[config.mk]
export PLATFORM = sky130hd
export DESIGN_NAME = dacs_inner_product
export DESIGN_NICKNAME = d
export VERILOG_FILES = /design/src/rtl/dacs_pkg.sv /design/src/rtl/dacs_da_table.sv /design/src/rtl/dacs_seq.sv /design/src/rtl/dacs_csa_acc.sv /design/src/rtl/dacs_final_add.sv /design/src/rtl/dacs_inner_product.sv
export SDC_FILE = /design/constraint.sdc
export NUM_CORES = 1
export LEC_CHECK = 0
export ABC_AREA = 1
export BUFFER_PORTS_ARGS = -buffer_cell sky130_fd_sc_hd__clkbuf_2
export CORE_MARGIN = 2
export CORE_UTILIZATION = 55
export CTS_CLUSTER_SIZE = 16
export DETAILED_ROUTE_END_ITERATION = 8
export PLACE_DENSITY = 0.74
export REMOVE_ABC_BUFFERS = 1
export SLEW_MARGIN = 0
export SYNTH_ARGS = -nofsm -noshare
export SYNTH_HDL_FRONTEND = slang
export SYNTH_SLANG_ARGS = --single-unit
[constraint.sdc]
create_clock -name clk -period 4.11 [get_ports clk]
set_input_delay 0.411 -clock clk [delete_from_list [all_inputs] [get_ports clk]]
set_output_delay 0.411 -clock clk [all_outputs]
set_load 0.02 [all_outputs]
[src/rtl/dacs_pkg.sv]
// Shared definitions for the distributed-arithmetic inner product.
// Assumes nothing beyond a two's-complement datapath.
package dacs_pkg;

    // Smallest weight width the sequencer and low-bit collector support.
    parameter int unsigned DACS_MIN_WL = 2;

    // Sequencer phase.
    typedef enum logic {
        SEQ_IDLE = 1'b0,
        SEQ_RUN  = 1'b1
    } seq_phase_t;

endpackage

[src/rtl/dacs_da_table.sv]
// Partial-sum table: entry k holds the sum of every sample j whose bit j
// in k is set. Entry 0 is not stored; it reads as zero. The read value is
// bit-inverted when 'negate' is high (sign slice of the weights).
// Assumes samples are two's complement and EW >= XW + clog2(NPTS).
module dacs_da_table #(
    parameter int NPTS = 4,
    parameter int XW   = 8,
    parameter int EW   = XW + $clog2(NPTS)
) (
    input  logic                 clk,
    input  logic                 rst_n,
    input  logic                 load,
    input  logic [NPTS*XW-1:0]   x_flat,
    input  logic [NPTS-1:0]      addr,
    input  logic                 negate,
    output logic [EW-1:0]        tap
);
    localparam int TSZ = 1 << NPTS;

    logic [EW-1:0] tbl [TSZ];

    // The zero address has no register behind it.
    assign tbl[0] = '0;

    for (genvar k = 1; k < TSZ; k++) begin : g_ent
        logic [EW-1:0] fill_v;
        logic [EW-1:0] ent_q;

        // Sum of the samples selected by the bits of k.
        always_comb begin
            fill_v = '0;
            for (int j = 0; j < NPTS; j++) begin
                if (((k >> j) & 1) != 0) begin
                    fill_v = fill_v + EW'($signed(x_flat[j*XW +: XW]));
                end
            end
        end

        // Capture the entry on a load, clear it on reset.
        always_ff @(posedge clk) begin
            if (!rst_n) begin
                ent_q <= '0;
            end else if (load) begin
                ent_q <= fill_v;
            end
        end

        assign tbl[k] = ent_q;
    end

    // Read one entry, invert every bit for the sign slice.
    assign tap = tbl[addr] ^ {EW{negate}};

endmodule

[src/rtl/dacs_seq.sv]
// Slice sequencer: after a start it steps the slice index from the least
// significant weight bit to the sign bit, one per cycle. It flags the sign
// slice and pulses 'done' in the cycle after that slice. A start while
// running restarts from slice 0.
// Assumes WL >= 2.
module dacs_seq
    import dacs_pkg::*;
#(
    parameter int WL = 8,
    parameter int IW = (WL > 1) ? $clog2(WL) : 1
) (
    input  logic          clk,
    input  logic          rst_n,
    input  logic          start,
    output logic          busy,
    output logic          msb_slice,
    output logic [IW-1:0] slice_idx,
    output logic          done
);
    localparam logic [IW-1:0] LAST = IW'(WL - 1);

    seq_phase_t phase_q;

    // Phase, slice index and completion pulse.
    always_ff @(posedge clk) begin
        if (!rst_n) begin
            phase_q   <= SEQ_IDLE;
            slice_idx <= '0;
            done      <= 1'b0;
        end else begin
            done <= 1'b0;
            if (start) begin
                phase_q   <= SEQ_RUN;
                slice_idx <= '0;
            end else if (phase_q == SEQ_RUN) begin
                if (slice_idx == LAST) begin
                    phase_q <= SEQ_IDLE;
                    done    <= 1'b1;
                end else begin
                    slice_idx <= slice_idx + 1'b1;
                end
            end
        end
    end

    assign busy      = (phase_q == SEQ_RUN);
    assign msb_slice = busy && (slice_idx == LAST);

endmodule

[src/rtl/dacs_csa_acc.sv]
// Right-shifting carry-save accumulator. Each step halves the pair
// (sum + 2*carry), adds the new table value and keeps the bit shifted out
// of the sum word, which is exact because the carry word holds no weight-1
// bit. Both words stay EW bits wide with sign extension kept exact.
// Assumes 'clear' happens before the first step of each product.
module dacs_csa_acc #(
    parameter int EW = 10,
    parameter int WL = 8
) (
    input  logic          clk,
    input  logic          rst_n,
    input  logic          clear,
    input  logic          step,
    input  logic [EW-1:0] addend,
    output logic [EW-1:0] sum_q,
    output logic [EW-1:0] cy_q,
    output logic [WL-2:0] low_q
);
    logic [EW-1:0] s_in;
    logic [EW-1:0] fa_v;
    logic [EW-1:0] mj_v;
    logic [WL-2:0] low_next;

    // Halve the pair: arithmetic shift of the sum word, carry word drops its x2.
    assign s_in = EW'($signed(sum_q) >>> 1);

    // Bitwise full-adder row over the three operands.
    always_comb begin
        fa_v     = s_in ^ cy_q ^ addend;
        mj_v     = (s_in & cy_q) | (s_in & addend) | (cy_q & addend);
        low_next = (WL-1)'({sum_q[0], low_q} >> 1);
    end

    // Carry-save state and collected low bits.
    always_ff @(posedge clk) begin
        if (!rst_n) begin
            sum_q <= '0;
            cy_q  <= '0;
            low_q <= '0;
        end else if (clear) begin
            sum_q <= '0;
            cy_q  <= '0;
            low_q <= '0;
        end else if (step) begin
            sum_q <= fa_v;
            cy_q  <= mj_v;
            low_q <= low_next;
        end
    end

endmodule

[src/rtl/dacs_final_add.sv]
// Final resolver: sum + 2*carry + 1 (the +1 finishes the negation of the
// sign slice), then appends the low bits collected during the shifts.
// Assumes the true result fits in EW+WL signed bits.
module dacs_final_add #(
    parameter int EW = 10,
    parameter int WL = 8
) (
    input  logic [EW-1:0]    sum_w,
    input  logic [EW-1:0]    cy_w,
    input  logic [WL-2:0]    low_w,
    output logic [EW+WL-1:0] value
);
    logic [EW:0] hi_v;

    // One carry-propagate add with forced carry-in.
    assign hi_v  = {sum_w[EW-1], sum_w} + {cy_w, 1'b0} + (EW+1)'(1);
    assign value = {hi_v, low_w};

endmodule

[src/rtl/dacs_inner_product.sv]
// Four-point (NPTS) inner product by distributed arithmetic with carry-save
// accumulation. Start captures samples into the partial-sum table and
// latches the weights. WL cycles later 'done' pulses and the words and the
// resolved result are final; they hold until the next start.
// Assumes two's-complement samples and weights, WL >= 2.
module dacs_inner_product
    import dacs_pkg::*;
#(
    parameter int NPTS         = 4,
    parameter int XW           = 8,
    parameter int WL           = 8,
    parameter bit HAS_RESOLVER = 1'b1,
    parameter int EW           = XW + $clog2(NPTS),
    parameter int RW           = EW + WL
) (
    input  logic               clk,
    input  logic               rst_n,
    input  logic               start,
    input  logic [NPTS*XW-1:0] x_flat,
    input  logic [NPTS*WL-1:0] w_flat,
    output logic [EW-1:0]      sum_word,
    output logic [EW-1:0]      carry_word,
    output logic               done,
    output logic [RW-1:0]      result
);
    localparam int IW = (WL > 1) ? $clog2(WL) : 1;

    logic [NPTS-1:0][WL-1:0] w_q;
    logic [NPTS-1:0]         slice_addr;
    logic [IW-1:0]           slice_idx;
    logic                    busy;
    logic                    msb_slice;
    logic [EW-1:0]           tap;
    logic [WL-2:0]           low_bits;

    // Latch the weights on start; they are read one bit slice at a time.
    always_ff @(posedge clk) begin
        if (!rst_n) begin
            w_q <= '0;
        end else if (start) begin
            w_q <= w_flat;
        end
    end

    // Bit j of the table address is the current bit of weight j.
    for (genvar j = 0; j < NPTS; j++) begin : g_addr
        assign slice_addr[j] = w_q[j][slice_idx];
    end

    dacs_seq #(.WL(WL), .IW(IW)) seq_i (
        .clk       (clk),
        .rst_n     (rst_n),
        .start     (start),
        .busy      (busy),
        .msb_slice (msb_slice),
        .slice_idx (slice_idx),
        .done      (done)
    );

    dacs_da_table #(.NPTS(NPTS), .XW(XW), .EW(EW)) table_i (
        .clk    (clk),
        .rst_n  (rst_n),
        .load   (start),
        .x_flat (x_flat),
        .addr   (slice_addr),
        .negate (msb_slice),
        .tap    (tap)
    );

    dacs_csa_acc #(.EW(EW), .WL(WL)) acc_i (
        .clk    (clk),
        .rst_n  (rst_n),
        .clear  (start),
        .step   (busy),
        .addend (tap),
        .sum_q  (sum_word),
        .cy_q   (carry_word),
        .low_q  (low_bits)
    );

    if (HAS_RESOLVER) begin : g_res
        dacs_final_add #(.EW(EW), .WL(WL)) fin_i (
            .sum_w (sum_word),
            .cy_w  (carry_word),
            .low_w (low_bits),
            .value (result)
        );
    end else begin : g_nores
        assign result = '0;
    end

endmodule

==> results.yml <==
outcome:
  status: "finished, final reports clean"
floorplan:
  start_util_pct: 56.3
  core_area_mm2: 0.0219
  boundaryPins: 106
  die_area_mm2: 0.0236
  fp.dieW_um: 154
  die-height_um: 154
  rows: 54
sta:
  max_freq_mhz: 267
  clock_skew_ns: 0.0103
  whs_ns: 0.151
  tightest_slew_ns: 0.669
  setup_tns_ns: 0
  slew_headroom_pct: 55.4
  setup_violations: 0
  fin_crit_ns: 3.74
  slew_viol_final: 0
  finalHoldViolations: 0
  rsz0062_at_grt: "false"
  timing.final.crit_share_pct: 91.0
detailed_routing:
  drcViolationCount: 0
  dr_total_vias: 11800
  wirelength_um: 35000
  final_antenna_net_count: 0
  wl_per_cell_um: 17.3
  drt_iter0_drc: 904
  dr.pass1.iters: 5
  viasPerCell: 5.81
synthesis:
  ys.flop_type: "dfxtp_1"
  synth_xor_xnor_area_share_pct: 3.27
  async_flop_share_pct: 0
  synth_area_per_cell_um2: 7.39
  syn-cell-area_mm2: 0.0123
  synth.mux.area_fraction_pct: 0
  synth_edf_count: 0
  synthCells: 1667
  synth_top_family_by_area: "simple AND/OR/NAND/NOR gates"
  synthAdderAreaFrac_pct: 14.2
  synthSimpleGateAreaFrac_pct: 24.2
  yosysSeqAreaShare_pct: 32.5
  yosysUniqueCellTypes: 39
  synth_compound_area_share_pct: 17.9
  synth.ff_latch_count: 200
  ys.warnings.count: 0
place:
  io_buffers: 105
  hpwl_um: 24400
  globalplace.congestion: 0.905
  place_area_mm2: 0.0130
final_layout:
  area_growth_pct: 10.4
  num-fill-cells: 2005
  fin_nets: 1927
  final_layout_size_suffix_gt1_share_pct: 10.4
  stdcell_area_mm2: 0.0136
  diodes: 0
power:
  ir_worst_vdd_uv: 256
  power.density_mw_per_mm2: 429
  static-leakage-power_nw: 6.33
cts:
  clockBufferDepth: 2
  cts_hold_buf: 0
  numCtsBuffers: 17
  clk_pin_slew_ns: 0.09
  postCtsSetupBuffers: 0
  clock-sinks: 200
  h-tree-depth: 4
  cts.root.buffer_cell: "clkbuf_16"
  tritoncts: "done"
  insertion_delay_ns: 0.46
  ctsResizeCount: 0
critical_path:
  regToRegStartpoint: "seq_i.slice_idx[0]"
  r2r_setup_slack_ns: 0.63
  cp_cell_sequence: "clkbuf_2 > ha_1 > fa_1 > nand3_1 > nand3_1 > a21oi_1 > o21bai_1 > xor2_1 > inv_1 > ha_1 > nand2_1 > o21ai_0 > xor2_1 > inv_1 > ha_1 > nand2_1 > nor3_1 > o21ai_0 > o2111ai_1 > nand3_1 > nand2_1 > o21ai_0"
  crit_slowest_cell: "fa_1"
  critical_path_class: "in2reg"
  end_kind: "flop"
  crit_start: "x_flat[0]"
  cp_max_fo: 5
  worstPathArrival_ns: 4.09
  worst-r2r-cell-count: 16
  slowest_delay_ns: 0.42
  critPathCapture: "table_i.g_ent[15].ent_q[9]"
  critPathLaunchType: "input pin"
  r2r-end: "acc_i.sum_q[1]"
  critPathRequiredTime_ns: 4.46
grt:
  antenna_found_initial: 0
  track_usage_pct: 29.7
  grt_pass1_vias: 11000
  grt.overflow.total: 0
  grt_pass1_wl_um: 56900
  grt_max_degree: 137
min_path:
  hold_class: "in2reg"
  min_path_cells: 3
flow_run:
  max-cap-violations: 0
==> critical path: cells and delay by family <==
family | cells | cell delay [ns]
XOR/XNOR | 2 | 0.42
buffers and inverters | 3 | 0.29
AND/OR/NAND/NOR | 7 | 0.75
adder cells (fa/ha/maj) | 4 | 1.37
AO/OA/AOI/OAI | 6 | 0.86
==> how the worst min path moves through the flow <==
stage	start	end	slack, ns
after CTS	w_flat[20]	w_q[20]	0.15
after detailed placement	table_i.g_ent[14].ent_q[9]	table_i.g_ent[14].ent_q[9]	0.44
after global routing	w_flat[29]	w_q[29]	0.17
after global placement	table_i.g_ent[6].ent_q[6]	table_i.g_ent[6].ent_q[6]	0.44
final	w_flat[20]	w_q[20]	0.15
after floorplan	table_i.g_ent[14].ent_q[9]	table_i.g_ent[14].ent_q[9]	0.43
==> area by class of cell <==
type	count	area (µm²)	area share (%)
Tap cell	280	350	2.58
Inverter	150	568	4.18
Multi-Input combinational cell	1239	7340	54.0
Clock buffer	17	425	3.13
Sequential cell	200	4000	29.4
Clock inverter	15	195	1.44
Timing Repair Buffer	125	713	5.25
==> power by group <==
part	switching (mW)	total [mW]	internal [mW]
logic	1.17	1.85	0.679
registers	0.101	2.22	2.12
clock network	0.923	1.76	0.838
total	2.19	5.83	3.64
==> per-stage QoR <==
stage | power [mW] | util, % | std cells | setup WS (ns)
final | 5.83 | 62.1 | 2026 | 0.370
after global routing | 6.16 | 62.1 | 2026 | 0.0581
after CTS | 5.81 | 62.1 | 2026 | 0.437
after detailed placement | 4.07 | 59.3 | 1994 | -0.0254
after global placement | 4.04 | 59.3 | 1994 | 0.105
after floorplan | 3.52 | - | 1589 | -3.63
==> routing by layer <==
layer  track usage, %  vias to the layer above  part of all wire [%]
li1                 -                     5749                     -
met1             41.3                     5499                    46
met2             48.0                      438                    46
met3             3.69                       79                   5.9
met4             9.92                        0                   2.7
met5                0                        -                     0
==> flip-flops by register name, indices dropped and copies added (netlist names) <==
register / cells
seq_i.busy: 1
table_i.g_ent.ent_q: 136
acc_i.sum_q: 10
seq_i.slice_idx: 3
seq_i.done: 1
acc_i.low_q: 7
w_q: 32
acc_i.cy_q: 10
==> layout by cell type (no fill, tap or decap), drive strengths merged <==
cell	synthesis	layout
or2	6	6
a22oi	3	3
clkbuf	41	122
ha	105	105
clkinvlp	0	1
o31ai	4	4
nand2	454	454
dfxtp	200	200
o21a	1	1
o2111ai	3	3
nand4	9	9
nor3	5	5
a21boi	2	2
a31oi	9	9
o21bai	7	7
a22o	80	80
o22ai	11	11
a21oi	100	100
o21ai	122	122
a211oi	9	9
buf	37	20
a21o	5	5
fa	22	22
nor2	70	70
clkinv	2	8
nand3	166	166
xnor2	13	13
xor2	33	33
inv	148	156
==> synthesized netlist by cell type (4+ instances only) <==
library cell	n	area [µm²]
o21bai_1	7	52.6
xor2_1	33	289
nand3_1	160	801
a21o_1	5	37.5
nor2_1	69	259
buf_6	10	113
o21ai_0	115	576
inv_1	143	537
o21ai_1	6	30.0
nor3_1	5	25.0
clkbuf_1	41	154
nand2_1	451	1690
fa_1	22	440
ha_1	105	1310
nand4_1	9	56.3
a21oi_1	100	500
or2_2	6	37.5
a22o_1	80	701
buf_4	5	37.5
o31ai_1	4	30.0
buf_2	21	105
nand3_2	4	40.0
xnor2_1	13	114
a31oi_1	9	56.3
dfxtp_1	200	4000
a211oi_1	9	67.6
o22ai_1	11	68.8
==> logic make-up after synthesis <==
| kind of cell | Yosys count |
|---|---|
| buf+inv | 228 |
| fa+ha+maj | 127 |
| flops | 200 |
| compound gates | 356 |
| simple gates | 710 |
| xor+xnor | 46 |
Note: power is estimated with default switching activity, not from simulation.
